## config.mk

```make
export PLATFORM = sky130hd
export DESIGN_NAME = sysmap_decoder
export DESIGN_NICKNAME = d
export VERILOG_FILES = /design/src/rtl/sysmap_pkg.sv /design/src/rtl/sysmap_cs_regs.sv /design/src/rtl/sysmap_win.sv /design/src/rtl/sysmap_pick.sv /design/src/rtl/sysmap_decoder.sv
export SDC_FILE = /design/constraint.sdc
export NUM_CORES = 1
export LEC_CHECK = 0
export BUFFER_PORTS_ARGS = -buffer_cell sky130_fd_sc_hd__buf_4
export CAP_MARGIN = 20
export CELL_PAD_IN_SITES_DETAIL_PLACEMENT = 0
export CELL_PAD_IN_SITES_GLOBAL_PLACEMENT = 1
export CORE_ASPECT_RATIO = 2
export CORE_MARGIN = 1.5
export CORE_UTILIZATION = 38
export DETAILED_ROUTE_END_ITERATION = 6
export PLACE_DENSITY = 0.83
export SYNTH_ARGS = -nofsm -noshare
export SYNTH_HDL_FRONTEND = slang
export SYNTH_SLANG_ARGS = --single-unit
```

## constraint.sdc

```tcl
create_clock -name clk -period 2.15 [get_ports clk]
set_input_delay 0.43 -clock clk [delete_from_list [all_inputs] [get_ports clk]]
set_output_delay 0.43 -clock clk [all_outputs]
set_load 0.01 [all_outputs]
```

## src/rtl/sysmap_pkg.sv

```systemverilog
package sysmap_pkg;
  localparam int AW = 32;

  // coarse block codes taken from address bits [31:27]
  localparam logic [4:0] BLK_BOOT  = 5'h08;
  localparam logic [4:0] BLK_VLO_A = 5'h0E;
  localparam logic [4:0] BLK_VLO_B = 5'h0F;
  localparam logic [11:0] BOOT_PAGE = 12'h400;

  // log2 of the smallest window in 16 MB units
  localparam int FLASH_FLOOR = 0;
  localparam int SDRAM_FLOOR = 2;

  typedef struct packed {
    logic       en;
    logic [7:0] base;  // address bits [31:24]
    logic [1:0] size;
  } cs_cfg_t;
endpackage

```

## src/rtl/sysmap_cs_regs.sv

```systemverilog
module sysmap_cs_regs
  import sysmap_pkg::*;
#(
  parameter int N_FCS = 8,
  parameter int N_DCS = 2,
  localparam int IW = $clog2(N_FCS + N_DCS)
) (
  input  logic                   clk,
  input  logic                   rst,
  input  logic                   wr_en,
  input  logic [IW-1:0]          wr_idx,
  input  logic [31:0]            wr_data,
  output cs_cfg_t [N_FCS-1:0]    fcs_cfg,
  output cs_cfg_t [N_DCS-1:0]    dcs_cfg
);
  logic unused_wr_bits;
  assign unused_wr_bits = ^{wr_data[23:9], wr_data[7:2]};

  for (genvar i = 0; i < N_FCS; i++) begin : g_fcs
    always_ff @(posedge clk) begin
      if (rst) begin
        fcs_cfg[i] <= (i == 0) ? '{en: 1'b1, base: 8'h00, size: 2'b11} : '0;
      end else if (wr_en && wr_idx == IW'(i) && wr_data[31:30] == 2'b00) begin
        fcs_cfg[i] <= '{en: wr_data[8], base: wr_data[31:24], size: wr_data[1:0]};
      end
    end

    AST_FCS_IN_Q0: assert property (@(posedge clk) disable iff (rst)
      fcs_cfg[i].base[7:6] == 2'b00);
  end

  for (genvar j = 0; j < N_DCS; j++) begin : g_dcs
    localparam bit FIXED = (j == 0);
    localparam logic [7:0] RST_BASE = FIXED ? 8'h80 : 8'hA0;
    logic take;
    assign take = wr_en && wr_idx == IW'(N_FCS + j) &&
                  (FIXED || wr_data[31:30] == 2'b10);

    always_ff @(posedge clk) begin
      if (rst) begin
        dcs_cfg[j] <= '{en: 1'b0, base: RST_BASE, size: 2'b11};
      end else if (take) begin
        dcs_cfg[j] <= '{en: wr_data[8],
                        base: FIXED ? RST_BASE : wr_data[31:24],
                        size: wr_data[1:0]};
      end
    end

    AST_DCS_IN_Q2: assert property (@(posedge clk) disable iff (rst)
      dcs_cfg[j].base[7:6] == 2'b10);
  end
endmodule

```

## src/rtl/sysmap_win.sv

```systemverilog
module sysmap_win
  import sysmap_pkg::*;
#(
  parameter int FLOOR = 0
) (
  input  logic [31:0] addr,
  input  cs_cfg_t     cfg,
  output logic        hit,
  output logic [31:0] ofs
);
  logic [7:0] mask;

  // bits of the base byte that take part in the compare
  assign mask = 8'hFF << (FLOOR + int'(cfg.size));
  assign hit  = cfg.en && (((addr[31:24] ^ cfg.base) & mask) == 8'h00);
  assign ofs  = {addr[31:24] & ~mask, addr[23:0]};
endmodule

```

## src/rtl/sysmap_pick.sv

```systemverilog
module sysmap_pick #(
  parameter int N = 13,
  parameter int W = 32
) (
  input  logic [N-1:0]        hit,
  input  logic [N-1:0][W-1:0] ofs_in,
  output logic [N-1:0]        onehot,
  output logic [W-1:0]        ofs_out,
  output logic                any
);
  always_comb begin
    onehot  = '0;
    ofs_out = '0;
    any     = 1'b0;
    for (int k = N - 1; k >= 0; k--) begin
      if (hit[k]) begin
        onehot    = '0;
        onehot[k] = 1'b1;
        ofs_out   = ofs_in[k];
        any       = 1'b1;
      end
    end
  end
endmodule

```

## src/rtl/sysmap_decoder.sv

```systemverilog
module sysmap_decoder
  import sysmap_pkg::*;
#(
  parameter int N_FCS = 8,
  parameter int N_DCS = 2,
  localparam int NT = N_FCS + N_DCS + 3,
  localparam int IW = $clog2(N_FCS + N_DCS)
) (
  input  logic          clk,
  input  logic          rst,
  input  logic          addr_vld,
  input  logic [31:0]   addr,
  input  logic          boot_rom,
  input  logic          wr_en,
  input  logic [IW-1:0] wr_idx,
  input  logic [31:0]   wr_data,
  output logic [NT-1:0] sel,
  output logic [31:0]   ofs,
  output logic          dec_err
);
  localparam int ROM_I = N_FCS + N_DCS;
  localparam int VLO_I = ROM_I + 1;
  localparam int VHI_I = ROM_I + 2;

  cs_cfg_t [N_FCS-1:0] fcs_cfg;
  cs_cfg_t [N_DCS-1:0] dcs_cfg;

  sysmap_cs_regs #(.N_FCS(N_FCS), .N_DCS(N_DCS)) u_regs (
    .clk(clk), .rst(rst), .wr_en(wr_en), .wr_idx(wr_idx),
    .wr_data(wr_data), .fcs_cfg(fcs_cfg), .dcs_cfg(dcs_cfg)
  );

  // boot page steering
  logic        in_boot;
  logic [31:0] eff_addr;
  logic [4:0]  blk;
  assign in_boot  = addr[31:20] == BOOT_PAGE;
  assign eff_addr = (in_boot && !boot_rom) ? {12'h000, addr[19:0]} : addr;
  assign blk      = eff_addr[31:27];

  logic in_q0, in_q2;
  assign in_q0 = blk[4:3] == 2'b00;
  assign in_q2 = blk[4:3] == 2'b10;

  logic [NT-1:0]        hit_all;
  logic [NT-1:0][31:0]  ofs_all;
  logic [N_FCS-1:0]     fcs_hit;
  logic [N_DCS-1:0]     dcs_hit;

  for (genvar i = 0; i < N_FCS; i++) begin : g_fwin
    sysmap_win #(.FLOOR(FLASH_FLOOR)) u_win (
      .addr(eff_addr), .cfg(fcs_cfg[i]), .hit(fcs_hit[i]), .ofs(ofs_all[i])
    );
    assign hit_all[i] = fcs_hit[i] & in_q0;
  end

  for (genvar j = 0; j < N_DCS; j++) begin : g_dwin
    sysmap_win #(.FLOOR(SDRAM_FLOOR)) u_win (
      .addr(eff_addr), .cfg(dcs_cfg[j]), .hit(dcs_hit[j]), .ofs(ofs_all[N_FCS+j])
    );
    assign hit_all[N_FCS+j] = dcs_hit[j] & in_q2;
  end

  assign hit_all[ROM_I] = in_boot && boot_rom;
  assign ofs_all[ROM_I] = {12'h000, addr[19:0]};
  assign hit_all[VLO_I] = (blk == BLK_VLO_A) || (blk == BLK_VLO_B);
  assign ofs_all[VLO_I] = {4'h0, eff_addr[27:0]};
  assign hit_all[VHI_I] = blk[4:2] == 3'b111;
  assign ofs_all[VHI_I] = {3'h0, eff_addr[28:0]};

  logic [NT-1:0] pick_sel;
  logic [31:0]   pick_ofs;
  logic          pick_any;

  sysmap_pick #(.N(NT), .W(32)) u_pick (
    .hit(hit_all), .ofs_in(ofs_all), .onehot(pick_sel),
    .ofs_out(pick_ofs), .any(pick_any)
  );

  always_ff @(posedge clk) begin
    if (rst || !addr_vld) begin
      sel     <= '0;
      ofs     <= '0;
      dec_err <= 1'b0;
    end else begin
      sel     <= pick_sel;
      ofs     <= pick_ofs;
      dec_err <= !pick_any;
    end
  end

  AST_SEL_ONEHOT: assert property (@(posedge clk) disable iff (rst)
    $onehot0(sel));
  AST_ERR_NO_SEL: assert property (@(posedge clk) disable iff (rst)
    dec_err |-> (sel == '0 && ofs == '0));
  AST_IDLE_QUIET: assert property (@(posedge clk) disable iff (rst)
    !addr_vld |=> (sel == '0 && !dec_err));
  AST_ALWAYS_ANSWER: assert property (@(posedge clk) disable iff (rst)
    addr_vld |=> (dec_err || sel != '0));
  AST_ROM_BOOT: assert property (@(posedge clk) disable iff (rst)
    (addr_vld && boot_rom && addr[31:20] == BOOT_PAGE) |=> sel[ROM_I]);
  AST_RSVD_Q3: assert property (@(posedge clk) disable iff (rst)
    (addr_vld && addr[31:29] == 3'b110) |=> dec_err);
endmodule

```

; Word level (Yosys, flattened, before mapping)
; Index checks and enable logic that the tools add are counted.
[word_totals]
ff_bits = 148
in_bits = 73
output_inout_bits = 46
wordCells = 222
[classes]
add_sub_neg = 2
n_eq_ne = 15
shift = 10
n_mux = 40
bitwise_logic = 50
n_reduce_logical = 61
[ops]
columns = op, count
row1 = two-way mux 32 bit, 11
row2 = bitwise AND 8 bit, 20
row3 = two-way mux 29 bit, 3
row4 = logical NOT 8 bit, 10
row5 = NOT 8 bit, 10
row6 = bitwise XOR 8 bit, 9
row7 = "<< shifter 8 x 2 -> 8 bit, first input constant", 8
row8 = "<< shifter 8 x 32 -> 8 bit, first input constant", 2
row9 = logical AND 1 bit, 31
row10 = "== test 4 x 3 -> 1 bit, second input constant", 4
row11 = two-way mux 1 bit, 14
row12 = two-way mux 13 bit, 1
row13 = OR reduction 13 bit, 1
row14 = "== test 12 x 11 -> 1 bit, second input constant", 1
row15 = two-way mux 12 bit, 1
row16 = OR reduction 12 bit, 1
row17 = two-way mux 11 bit, 1
row18 = OR reduction 11 bit, 1
row19 = bitwise AND 1 bit, 10
row20 = "== test 5 x 4 -> 1 bit, second input constant", 2
row21 = two-way mux 10 bit, 1
row22 = OR reduction 10 bit, 1
row23 = two-way mux 9 bit, 1
row24 = OR reduction 9 bit, 1
row25 = 25 further kinds, 33

; Logic depth before layout (Yosys ltp)
; Gate-level depths: netlist of run 1.
[logic_depth]
word_depth = 19
depth_mapped = 10
depth_no_buf = 7

; Hierarchy
; From an unflattened synthesis of run 1, not the netlist that was laid out.
[hier_totals]
cells_unflattened = 1485
area_unflattened_um2 = 12359.4
[by_module_without_submodules]
columns = mod, n_inst, cells_each, area_each_um2, seq_area_each_um2
row1 = sysmap_cs_regs, 1, 360, 3987.6, 2042.0
row2 = sysmap_pick, 1, 520, 3283.1, 0.0
row3 = sysmap_win at g_fwin[0].u_win ..., 8, 46, 349.1, 0.0
row4 = sysmap_decoder, 1, 149, 1630.3, 920.9
row5 = sysmap_win at g_dwin[0].u_win ..., 2, 44, 332.8, 0.0

; Least setup slack after synthesis of run 1
; Ideal clock, no wire load.
[synth_timing]
kind = input -> register
from = in addr[28]
to = reg ofs[24]
setup_time_ps = 117
t_arrival_ps = 2207
required_ps = 2033
setup_slack_ps = -174
cell_stages = 8
n_path_buf = 1
path_cell_list = buf_6 -> or4_4 -> nand4bb_4 -> a2111oi_4 -> a41o_1 -> a21o_1 -> nand3_1 -> a32o_1
[synth_between]
elab_chain_cells = 18
elab_cells_between_ends = 83
cone_classes = 5 x eq/ne / 14 x mux / 40 x bitwise / 24 x reduce/logical
[synth_rtl]
columns = element, line
row1 = start: declaration, sysmap_decoder.sv:12  ; input logic [31:0] addr,
row2 = == test 12 x 11 -> 1 bit, sysmap_decoder.sv:37  ; assign in_boot = addr[31:20] == BOOT_PAGE;
row3 = logical AND 1 bit, sysmap_decoder.sv:38  ; assign eff_addr = (in_boot && !boot_rom) ? {12'h000, addr[19:0]} : addr;
row4 = two-way mux 32 bit, sysmap_decoder.sv:38
row5 = bitwise XOR 8 bit, sysmap_win.sv:15  ; assign hit = cfg.en && (((addr[31:24] ^ cfg.base) & mask) == 8'h00);
row6 = bitwise AND 8 bit, sysmap_win.sv:15
row7 = logical NOT 8 bit, sysmap_win.sv:15
row8 = logical AND 1 bit, sysmap_win.sv:15
row9 = bitwise AND 1 bit, sysmap_decoder.sv:61  ; assign hit_all[N_FCS+j] = dcs_hit[j] & in_q2;
row10 = two-way mux 32 bit (9 in a row), sysmap_pick.sv:16  ; if (hit[k]) begin
row11 = two-way mux 32 bit (*), sysmap_pick.sv:16
row12 = end signal: assignment, sysmap_decoder.sv:87  ; ofs <= pick_ofs;
row13 = end: declaration, sysmap_decoder.sv:18  ; output logic [31:0] ofs,
; Mark *: on every way between the ends. The rest lies on a longest branch, timed or not.
; A chain may end at the register's enable or synchronous reset.

; Worst setup path after layout of run 1
[layout_timing]
from = reg u_regs.dcs_cfg[17] (netlist name)
to = reg ofs[26]
[layout_between]
elab_chain_cells = 15
[layout_rtl]
columns = element, line
row1 = bitwise XOR 8 bit, sysmap_win.sv:15
row2 = bitwise AND 8 bit, sysmap_win.sv:15
row3 = logical NOT 8 bit, sysmap_win.sv:15
row4 = logical AND 1 bit, sysmap_win.sv:15
row5 = bitwise AND 1 bit, sysmap_decoder.sv:61
row6 = two-way mux 32 bit (10 in a row), sysmap_pick.sv:16
; No other way between the ends.

==> summary.txt, run 1 <==
Run status
  • Outcome: complete, no violations

Critical path
  • Flop-to-flop setup slack: 9 ps
  • Startpoint Class: flip-flop
  • Worst path slowest cell: or4_4
  • Crit path max fanout: 2
  • CP Cell Sequence: xnor2_2 -> a21oi_2 -> or4_4 -> or3b_4 -> nor4bb_4 -> nor4_2 -> o31a_1
  • CP delay by family, top: simple AND/OR/NAND/NOR gates
  • Worst EP arrival: approximately 2500 ps
  • Max stage delay on crit path: 540 ps
  • Worst Path Required: around 2500 ps
  • Bufs and invs on worst path: 0
  • Worst setup path category: flip-flop to flip-flop
  • CP endpoint kind: flip-flop

Die
  • Cell Rows: 65
  • Starting Density: 0.389
  • Die height: around 180 um
  • Ports: 119
  • Core ar.: 0.0159 mm2
  • Chip width: 93.1 um
  • Full die area: 0.0170 mm2

Timing
  • Final Critical Period: 2140 ps
  • Max-slew violations: 0
  • Fin. Hold Viols: 0
  • RSZ-0062 raised after global routing: yes
  • Final setup vio count: 0
  • Clock skew: 10.2 ps
  • Period Utilization, post-route: 0.996
  • Fmax: 467 MHz
  • Setup WS post-layout: 8.70 ps

Clock tree
  • H-tree depth: 4
  • Worst-skew pair later-pin latency: 420 ps
  • CTS tree: built
  • Clock Sinks: 144
  • Total CTS buffers: 17
  • Clock transition at path regs: 60 ps
  • Clk root buf: clkbuf_16
  • Max Root-Sink Buffers: 2

Route
  • DRT antenna net count: 0
  • DRC Markers: 0
  • Initial DRC Count: 213
  • Routed length per instance: 16.5 um
  • Vias: 5,158
  • Vias/cell: 5.17
  • Routed wire length: around 16,000 um
  • 1st-pass router iterations: 4

Final layout
  • Area Growth Syn to Fin: 34.5%
  • Fin cells: 998
  • ANT cells: 0
  • Fillers: 1,423
  • Layout Nets: 857
  • Share of layout cells above drive strength 1: 0.296
  • End-of-flow core utilization: 0.523
  • Cell area after layout: 0.00829 mm2

Synthesis
  • Top post-synthesis cells by count: dfxtp_1, nor2_1, mux2i_1
  • Mapped cell area: 0.00617 mm2
  • Top-count cell post-synth: dfxtp_1
  • Cells after Synth: 651
  • Cell accounting for the most synthesized area: dfxtp_1
  • Syn_area_per_cell: 9.47 um2
  • Synth Register Bits: 144
  • Asr flop ratio synth: 0
  • Yosys warning total: 0
  • Top FF cell, synth: dfxtp_1
  • Number of synthesized flops with an enable pin: 0
  • Netlist cell types: 60
  • Synth top area share: 0.467
  • Seq/Total Area, Yosys: 0.467
  • Synth top area cells: dfxtp_1, mux2i_1, xnor2_1, nor2_1, and3_1

Place
  • Pre-CTS setup slack: -415 ps
  • GPL Wtd Cong: 0.879
  • Cell total after placement: just under 1,000
  • Post-DP HPWL: 12,300 um
  • PortBufs: 95
  • DP Area: 0.00757 mm2

Power
  • Pleak: 3.57 nW
  • VDD IR max: 0.000408 V
  • Total power draw: ~6.2 mW
  • PD cells: 742 mW/mm2

Run
  • Max Cap Viol: 0

Global route
  • Largest net degree at the start of global routing: 101
  • Total global-route track usage: 0.200
  • GRT overflow: 0
  • First-pass GRT wire length: 25,800 um
  • Initial antenna violation count: 0
  • Vias in the first global route: 5,317

Min path
  • Worst hold-check path type: input port to flip-flop
[registers in the layout, summed over array words and instances (netlist names)]
register and count:
sel 13, ofs 30, dec_err 1, u_regs.dcs_cfg 12, u_regs.fcs_cfg 88
[cell type report]
cell class | count | area, um2 | area share
clock inverter | 15 | 184 | 0.0222
sequential | 144 | 2890 | 0.348
tap | 201 | 251 | 0.0303
clock buffer | 17 | 425 | 0.0513
multi-input combinational | 454 | 3180 | 0.384
inverter | 7 | 26.3 | 0.00317
timing repair buffer | 160 | 1340 | 0.161
[layer usage]
layer  wire length, um  vias up  GRT usage
li1                  -     2506          -
met1              5590     2466      0.176
met2              9330      132      0.386
met3               539       54     0.0361
met4              1000        0      0.152
met5                 0        -          0
[power by group]
part / internal (mW) / total, mW / switching, mW
Sequential: 2.69 / 2.70 / 0.00875
Clock: 1.84 / 3.01 / 1.18
Combinational: 0.209 / 0.446 / 0.237
Total: 4.73 / 6.16 / 1.42
[per-stage QoR]
step	TNS, ps	hold slack, ps
6_report	0	242
3_5_place_dp	-13560	448
3_3_place_gp	-12620	434
2_1_floorplan	-2030	423
5_1_grt	-787	228
4_1_cts	0	229
[layout by cell type, fill, tap and decap left out, types with 8 or more instances in the layout]
cell / n
a211o_1: 8
a21oi_1: 19
and3_1: 28
buf_12: 11
buf_4: 149
clkbuf_16: 17
dfxtp_1: 141
mux2i_1: 65
nand2_1: 38
nand3_1: 10
nand4_1: 10
nor2_1: 98
nor3b_1: 17
xnor2_1: 45
[worst paths after layout]
kind / from / cells after the start / endpoint
worst max-delay path: u_regs.dcs_cfg[17] / 7 / ofs[26]
worst min register to register: u_regs.fcs_cfg[54] / 2 / u_regs.fcs_cfg[54]
worst min-delay path: addr[9] / 2 / ofs[9]
worst max register to register: u_regs.dcs_cfg[17] / 7 / ofs[26]
[cell families after synthesis]
logic type	share of synthesized area
AOI/OAI and AO/OA	0.0828
DFF	0.467
and+or+nand+nor	0.224
buffers and inverters	0.0424
xor gates and xnor gates	0.0738
other	0.000608
muxes	0.109
[repair_timing]
action	CTS	global route
hold buffers	0	0
pin swaps	0	11
resized for setup	2	21
endpoints found under the setup margin	22	30
setup buffers	0	2
Power figures use the tool's default switching activity.
==> inputs of run 2 (changes only) <==
CORE_UTILIZATION = 42   (was 38)
PLACE_DENSITY = 0.86   (was 0.83)
RECOVER_POWER = 25   (was not set)
SYNTH_HIERARCHICAL = 1   (was not set)
==> run 2 against run 1 <==
Compared with the run above:
- register-to-register slack worse by 970 ps
- count of clock-buffer cells in the layout up 4
- clock skew down 2.2 ps
- design area up 75%
- largest power group unchanged
- highest routed layer unchanged
- the flow now finishes with violations (setup timing)
- via count up 100%
- area after synthesis up 99%
- combinational power up 72%
- die area up 78%
==> summary.txt, run 2 <==
Clock tree
  • Max Root-Sink Buffers: 2 (unchanged)
  • H-tree depth: 4 (unchanged)
  • Clk root buf: clkbuf_16
  • Total CTS buffers: 17 (unchanged)
  • Worst-skew pair later-pin latency: 450 ps (+30 ps)
  • Cts hold-fix bufs: 0 (unchanged)
  • CTS tree: built
  • Clock transition at path regs: 60 ps (about the same)
  • Clock Sinks: 146 (+1.4%)

Die
  • Starting Density: 0.425 (+0.0365)
  • Chip width: 124 um (+33%)
  • Core ar.: 0.0288 mm2 (+82%)
  • Die height: 245 um (+34%)
  • Ports: 119 (unchanged)
  • Full die area: 0.0303 mm2 (+78%)
  • Cell Rows: 88 (+35%)

Final layout
  • Most common cell after layout, fill and taps aside: buf_4
  • Area Growth Syn to Fin: 18.1%
  • Fillers: 2,602 (+83%)
  • End-of-flow core utilization: 0.502 (-0.0205)
  • Share of layout cells above drive strength 1: 0.338 (+0.0419)
  • Max reg flops: 88 (unchanged)
  • Largest Register: u_regs/fcs_cfg
  • Cell area after layout: 0.0145 mm2 (+75%)
  • Layout Nets: 1,485 (+73%)
  • Most frequent cells in the layout: buf_4, dfxtp_1, nand2b_1
  • Largest regs: u_regs/fcs_cfg: 88 flops, ofs: 32 flops, sel: 13 flops

Route
  • Vias/cell: 5.82 (+13%)
  • Routed length per instance: 21.2 um (+28%)
  • Initial DRC Count: 827 (+290%)
  • 1st-pass router iterations: 6 (+2)
  • DRT antenna net count: 0 (unchanged)
  • DRC Markers: 0 (unchanged)
  • Routed wire length: 37,800 um (+130%)
  • Vias: 10,400 (+100%)

Timing
  • Clock skew: 8.04 ps (-2.18 ps)
  • Fin. Hold Viols: 0 (unchanged)
  • Setup WS post-layout: -1530 ps (-1540 ps)
  • Final setup vio count: 46 (+46)
  • Worst-Margin Slew: 840 ps
  • Max-slew violations: 0 (unchanged)
  • Slew headroom: 0.440
  • RSZ-0062 raised after global routing: yes
  • Hold_ws: 252 ps (+9.15 ps)
  • Final Critical Period: 3680 ps (+1540 ps)
  • Period Utilization, post-route: 1.71 (+0.715)
  • Fmax: 272 MHz (-42%)
  • Setup TNS: -62,610 ps (-62,610 ps)

Run status
  • Outcome: finished, violations left
  • Failing checks: setup timing

Power
  • Pleak: 6.14 nW (+72%)
  • PD cells: 446 mW/mm2 (-40%)
  • VDD IR max: 0.000527 V (+29%)

Critical path
  • CP Cell Sequence: buf_6 -> or4_4 -> o31a_4 -> buf_12 -> xnor2_4 -> nand4_1 -> nor4_2 -> or3b_4 -> o41ai_4 -> buf_4 -> nand2b_4 -> buf_12 -> o22ai_4 -> nor3_1 -> a221o_1 -> and2_1
  • Worst EP arrival: 4070 ps (+1560 ps)
  • Worst setup path category: input port to flip-flop
  • Max stage delay on crit path: 570 ps (+30 ps)
  • Cell mode on critical path: buf_12
  • Startpoint Class: input port
  • Worst path slowest cell: or4_4
  • Worst Path Required: 2540 ps (+30 ps)
  • Crit path max fanout: 7 (+5)
  • CP endpoint kind: flip-flop

Global route
  • Largest net degree at the start of global routing: 47 (-53%)
  • First-pass GRT wire length: 56,000 um (+120%)
  • Vias in the first global route: 10,300 (+93%)
  • Total global-route track usage: 0.242 (+0.0413)
  • GRT overflow: 0 (unchanged)
  • Initial antenna violation count: 1 (+1)

Synthesis
  • Cells after Synth: 1,477 (+130%)
  • Yosys warning total: 6 (+6)
  • Syn_area_per_cell: 8.31 um2 (-12%)
  • Mapped cell area: 0.0123 mm2 (+99%)

Place
  • Pre-CTS setup slack: -2190 ps (-1770 ps)
  • PortBufs: 97 (+2.1%)
  • GPL Wtd Cong: 0.885 (+0.69%)
  • DP Area: 0.0123 mm2 (+62%)
  • Post-DP HPWL: 24,200 um (+98%)

Min path
  • Worst hold-check path type: input port to flip-flop

Run
  • Max Cap Viol: 0 (unchanged)
## run 2: changes by cell type in the layout (fill, tap and decap cells not counted), moves of 23 or more
cell      before  now
nand2b_1       5   92
nor2_1        98   26
conb_1         3   71
and2_1         3   55
a221oi_1       0   50
buf_4        149  197
buf_6          0   25
o211ai_1       3   27
a221o_1        0   23
## run 2: metal layers
| metal | vias up | part of all wire | GRT usage |
|---|---|---|---|
| met1 | 4879 | 0.35 | 0.246 |
| li1 | 4796 | - | - |
| met3 | 194 | 0.058 | 0.0421 |
| met2 | 520 | 0.52 | 0.424 |
| met4 | 0 | 0.080 | 0.191 |
| met5 | - | 0 | 0 |
## run 2: through the flow
stage                     total power, mW  cells
after floorplan                      3.55   1535
after global placement               3.48   1708
after detailed placement             3.49   1708
after CTS                            6.48   1770
after global routing                 6.66   1784
final                                6.46   1784
## run 2: repair_timing
action	4_1_cts	5_1_grt
cloned	8	2
endpoints found under the hold margin	0	0
endpoints found under the setup margin	46	46
gates resized for setup	145	88
pin swaps	38	45
setup buffers	29	13
## run 2: final timing paths
check,cells past startpoint,to,startpoint,slack (ps)
worst max register to register,13,ofs[10],u_regs/fcs_cfg[35],-960
worst min-delay path,3,u_regs/fcs_cfg[10],wr_data[8],250
worst max-delay path,16,ofs[24],addr[20],-1530
worst min register to register,2,u_regs/fcs_cfg[43],u_regs/fcs_cfg[43],480
## run 2: power breakdown
group	switching, mW	total [mW]	internal [mW]
registers	0.00905	2.73	2.72
clock network	1.21	2.96	1.75
logic	0.449	0.769	0.320
## run 2: area by class of cell
type	instances	area [um2]	share of cell area
timing repair buffer	269	2630	0.181
inverter	17	81.3	0.00561
antenna	1	2.50	0.000173
clock buffer	21	460	0.0318
tap	360	450	0.0311
sequential	146	2920	0.202
clock inverter	9	108	0.00742
multi-input combinational	961	7840	0.541
## run 2: critical path, delay by kind of cell
kind                      cells  cell delay [ps]
and+or+nand+nor               7             2080
xor gates and xnor gates      1              150
buffers and inverters         4              650
AOI/OAI and AO/OA             4              750
==> inputs of run 3 (changes only) <==
CORE_UTILIZATION = 46   (was 42)
PLACE_DENSITY = 0.89   (was 0.86)
clock period = 3.8 ns   (was 2.15 ns; I/O delays follow)
==> run 3 against run 2 <==
Compared with the run above:
- the run still ends with setup timing left
- sequential power down 43%
- cell count down 3.3%
- combinational power down 47%
- hold slack better by 220 ps
- first-iteration DRC count down 22%
- count of clock-buffer cells in the layout down 2
- via count down 4.1%
- routed wire length down 9.6%
- setup slack better by 1400 ps
- highest routed layer unchanged
==> summary.txt, run 3 (synthesized netlist as in run 2, its figures left out) <==
Min path
  • Start point of the worst hold path: u_regs/dcs_cfg[20]
  • Worst hold-check path type: flip-flop to flip-flop

Final layout
  • Most common cell after layout, fill and taps aside: buf_4
  • Most frequent cells in the layout: buf_4, dfxtp_1, nand2b_1
  • Fillers: 2,338 (-10%)
  • Largest Register: u_regs/fcs_cfg
  • Share of layout cells above drive strength 1: 0.287 (-0.0513)
  • Largest regs: u_regs/fcs_cfg: 88 flops, ofs: 32 flops, sel: 13 flops
  • ANT cells: 0 (-1)
  • Area Growth Syn to Fin: 10.7%
  • Fin cells: 1,725 (-3.3%)
  • Layout Nets: 1,441 (-3.0%)
  • Max reg flops: 88 (unchanged)

Clock tree
  • CTS tree: built
  • Cts hold-fix bufs: 0 (unchanged)
  • Worst-skew pair later-pin latency: 450 ps (about the same)
  • H-tree depth: 4 (unchanged)
  • Total CTS buffers: 17 (unchanged)
  • Clock transition at path regs: 60 ps (about the same)
  • Max Root-Sink Buffers: 2 (unchanged)
  • Clk root buf: clkbuf_16
  • Clock Sinks: 146 (unchanged)

Timing
  • Worst-Margin Slew: 941 ps (+102 ps)
  • Final Critical Period: 3930 ps
  • Final setup vio count: 35 (-24%)
  • RSZ-0062 raised after global routing: yes
  • Max-slew violations: 0 (unchanged)
  • Slew headroom: 0.368 (-0.0725)
  • Period Utilization, post-route: 1.04
  • Fin. Hold Viols: 0 (unchanged)
  • Clock skew: 7.60 ps (-0.438 ps)
  • Setup WS post-layout: -134 ps (+1400 ps)
  • Fmax: 254 MHz

Critical path
  • Crit Reg-Reg Startpoint: u_regs/fcs_cfg[35]
  • Worst Path Required: 4190 ps (+1650 ps)
  • Worst path slowest cell: or4_4
  • Worst r2r dst: dec_err
  • Cell mode on critical path: buf_4
  • Instance count on the critical path: 17 (+1)
  • Worst Reg-to-Reg Cells: 13 (unchanged)
  • Max stage delay on crit path: 580 ps (about the same)
  • Worst EP arrival: 4330 ps (+260 ps)
  • Crit path capture: dec_err
  • Bufs and invs on worst path: 5 (+1)
  • Startpoint Class: input port
  • CP endpoint kind: flip-flop
  • Worst Setup SP: addr[29]
  • Crit path max fanout: 8 (+1)
  • Flop-to-flop setup slack: 660 ps (+1620 ps)
  • CP delay by family, top: simple AND/OR/NAND/NOR gates
  • CP Cell Sequence: buf_6 -> or4_4 -> o31a_4 -> buf_12 -> xnor2_1 -> nand4_1 -> nor4_4 -> or3b_4 -> o41ai_4 -> buf_4 -> buf_4 -> or3_4 -> buf_8 -> nor3_4 -> nand3_1 -> or3_1 -> nor2b_1
  • Worst setup path category: input port to flip-flop

Die
  • Full die area: 0.0277 mm2 (-8.5%)
  • Starting Density: 0.467 (+0.0416)
  • Chip width: 118 um (-4.3%)
  • Core ar.: 0.0263 mm2 (-8.9%)
  • Ports: 119 (unchanged)
  • Die height: 234 um (-4.4%)
  • Cell Rows: 84 (-4.5%)

Route
  • DRC Markers: 0 (unchanged)
  • Routed length per instance: 19.8 um (-6.5%)
  • 1st-pass router iterations: 7 (+1)
  • Vias: 9,965 (-4.1%)
  • Vias/cell: 5.78 (-0.80%)
  • DRT antenna net count: 0 (unchanged)
  • Initial DRC Count: 641 (-22%)
  • Routed wire length: 34,200 um (-9.6%)

Place
  • Pre-CTS setup slack: -773 ps (+1420 ps)
  • Post-DP HPWL: 22,400 um (-7.5%)
  • GPL Wtd Cong: 0.881 (-0.37%)
  • PortBufs: 97 (unchanged)
  • Cell total after placement: 1,661 (-2.8%)

Run status
  • Failing checks: setup timing
  • Outcome: finished, violations left

Global route
  • Initial antenna violation count: 0 (-1)
  • GRT overflow: 0 (unchanged)
  • Largest net degree at the start of global routing: 115 (+140%)
  • First-pass GRT wire length: 51,400 um (-8.1%)
  • Total global-route track usage: 0.238 (-0.00349)
  • Vias in the first global route: 9,454 (-8.0%)

Run
  • Max Cap Viol: 0 (unchanged)

Power
  • Pleak: 5.70 nW (-7.2%)
  • VDD IR max: 0.000354 V (-33%)
  • PD cells: 274 mW/mm2 (-38%)
## run 3: area by class of cell
cell class / count / area (um2) / area share
clock buffer: 19 / 433 / 0.0319
clock inverter: 13 / 174 / 0.0128
inverter: 17 / 68.8 / 0.00507
multi-input combinational: 960 / 7600 / 0.559
sequential: 146 / 2920 / 0.215
tap: 344 / 430 / 0.0317
timing repair buffer: 226 / 1950 / 0.144
## run 3: how the worst min path moves through the flow
stage,cells past startpoint,to
final,1,u_regs/dcs_cfg[20]
after CTS,1,u_regs/dcs_cfg[20]
after global placement,1,u_regs/dcs_cfg[20]
after floorplan,1,u_regs/dcs_cfg[20]
after detailed placement,1,u_regs/dcs_cfg[20]
after global routing,1,u_regs/dcs_cfg[20]
## run 3: power by group
| part | internal, mW | switching (mW) | leakage (nW) |
|---|---|---|---|
| clock network | 1.05 | 0.725 | 0.291 |
| logic | 0.166 | 0.244 | 4.23 |
| registers | 1.54 | 0.00557 | 1.18 |
## run 3: metal layers
metal  up-vias  global-route usage  part of all wire
met5         -                   0                 0
met4         0               0.174             0.065
met3       140              0.0435             0.055
met2       432               0.431              0.52
met1      4694               0.245              0.36
li1       4699                   -                 -
## run 3: what timing repair did
item / 4_1_cts / 5_1_grt
resized for setup: 96 / 68
endpoints found under the setup margin: 41 / 39
pin swaps: 33 / 13
buffers inserted: 19 / 9
cloned: 4 / 2
## run 3: per-stage QoR
step | setup TNS, ps | utilization | cell area [um2] | hold WS, ps | power [mW]
floorplan | -11920 | - | 12600 | 438 | 2.01
global placement | -26050 | 0.454 | 11900 | 450 | 1.95
detailed placement | -29620 | 0.454 | 11900 | 461 | 1.96
CTS | -1330 | 0.505 | 13300 | 476 | 3.74
global route | -5890 | 0.517 | 13600 | 495 | 3.86
finish | -1810 | 0.517 | 13600 | 468 | 3.73
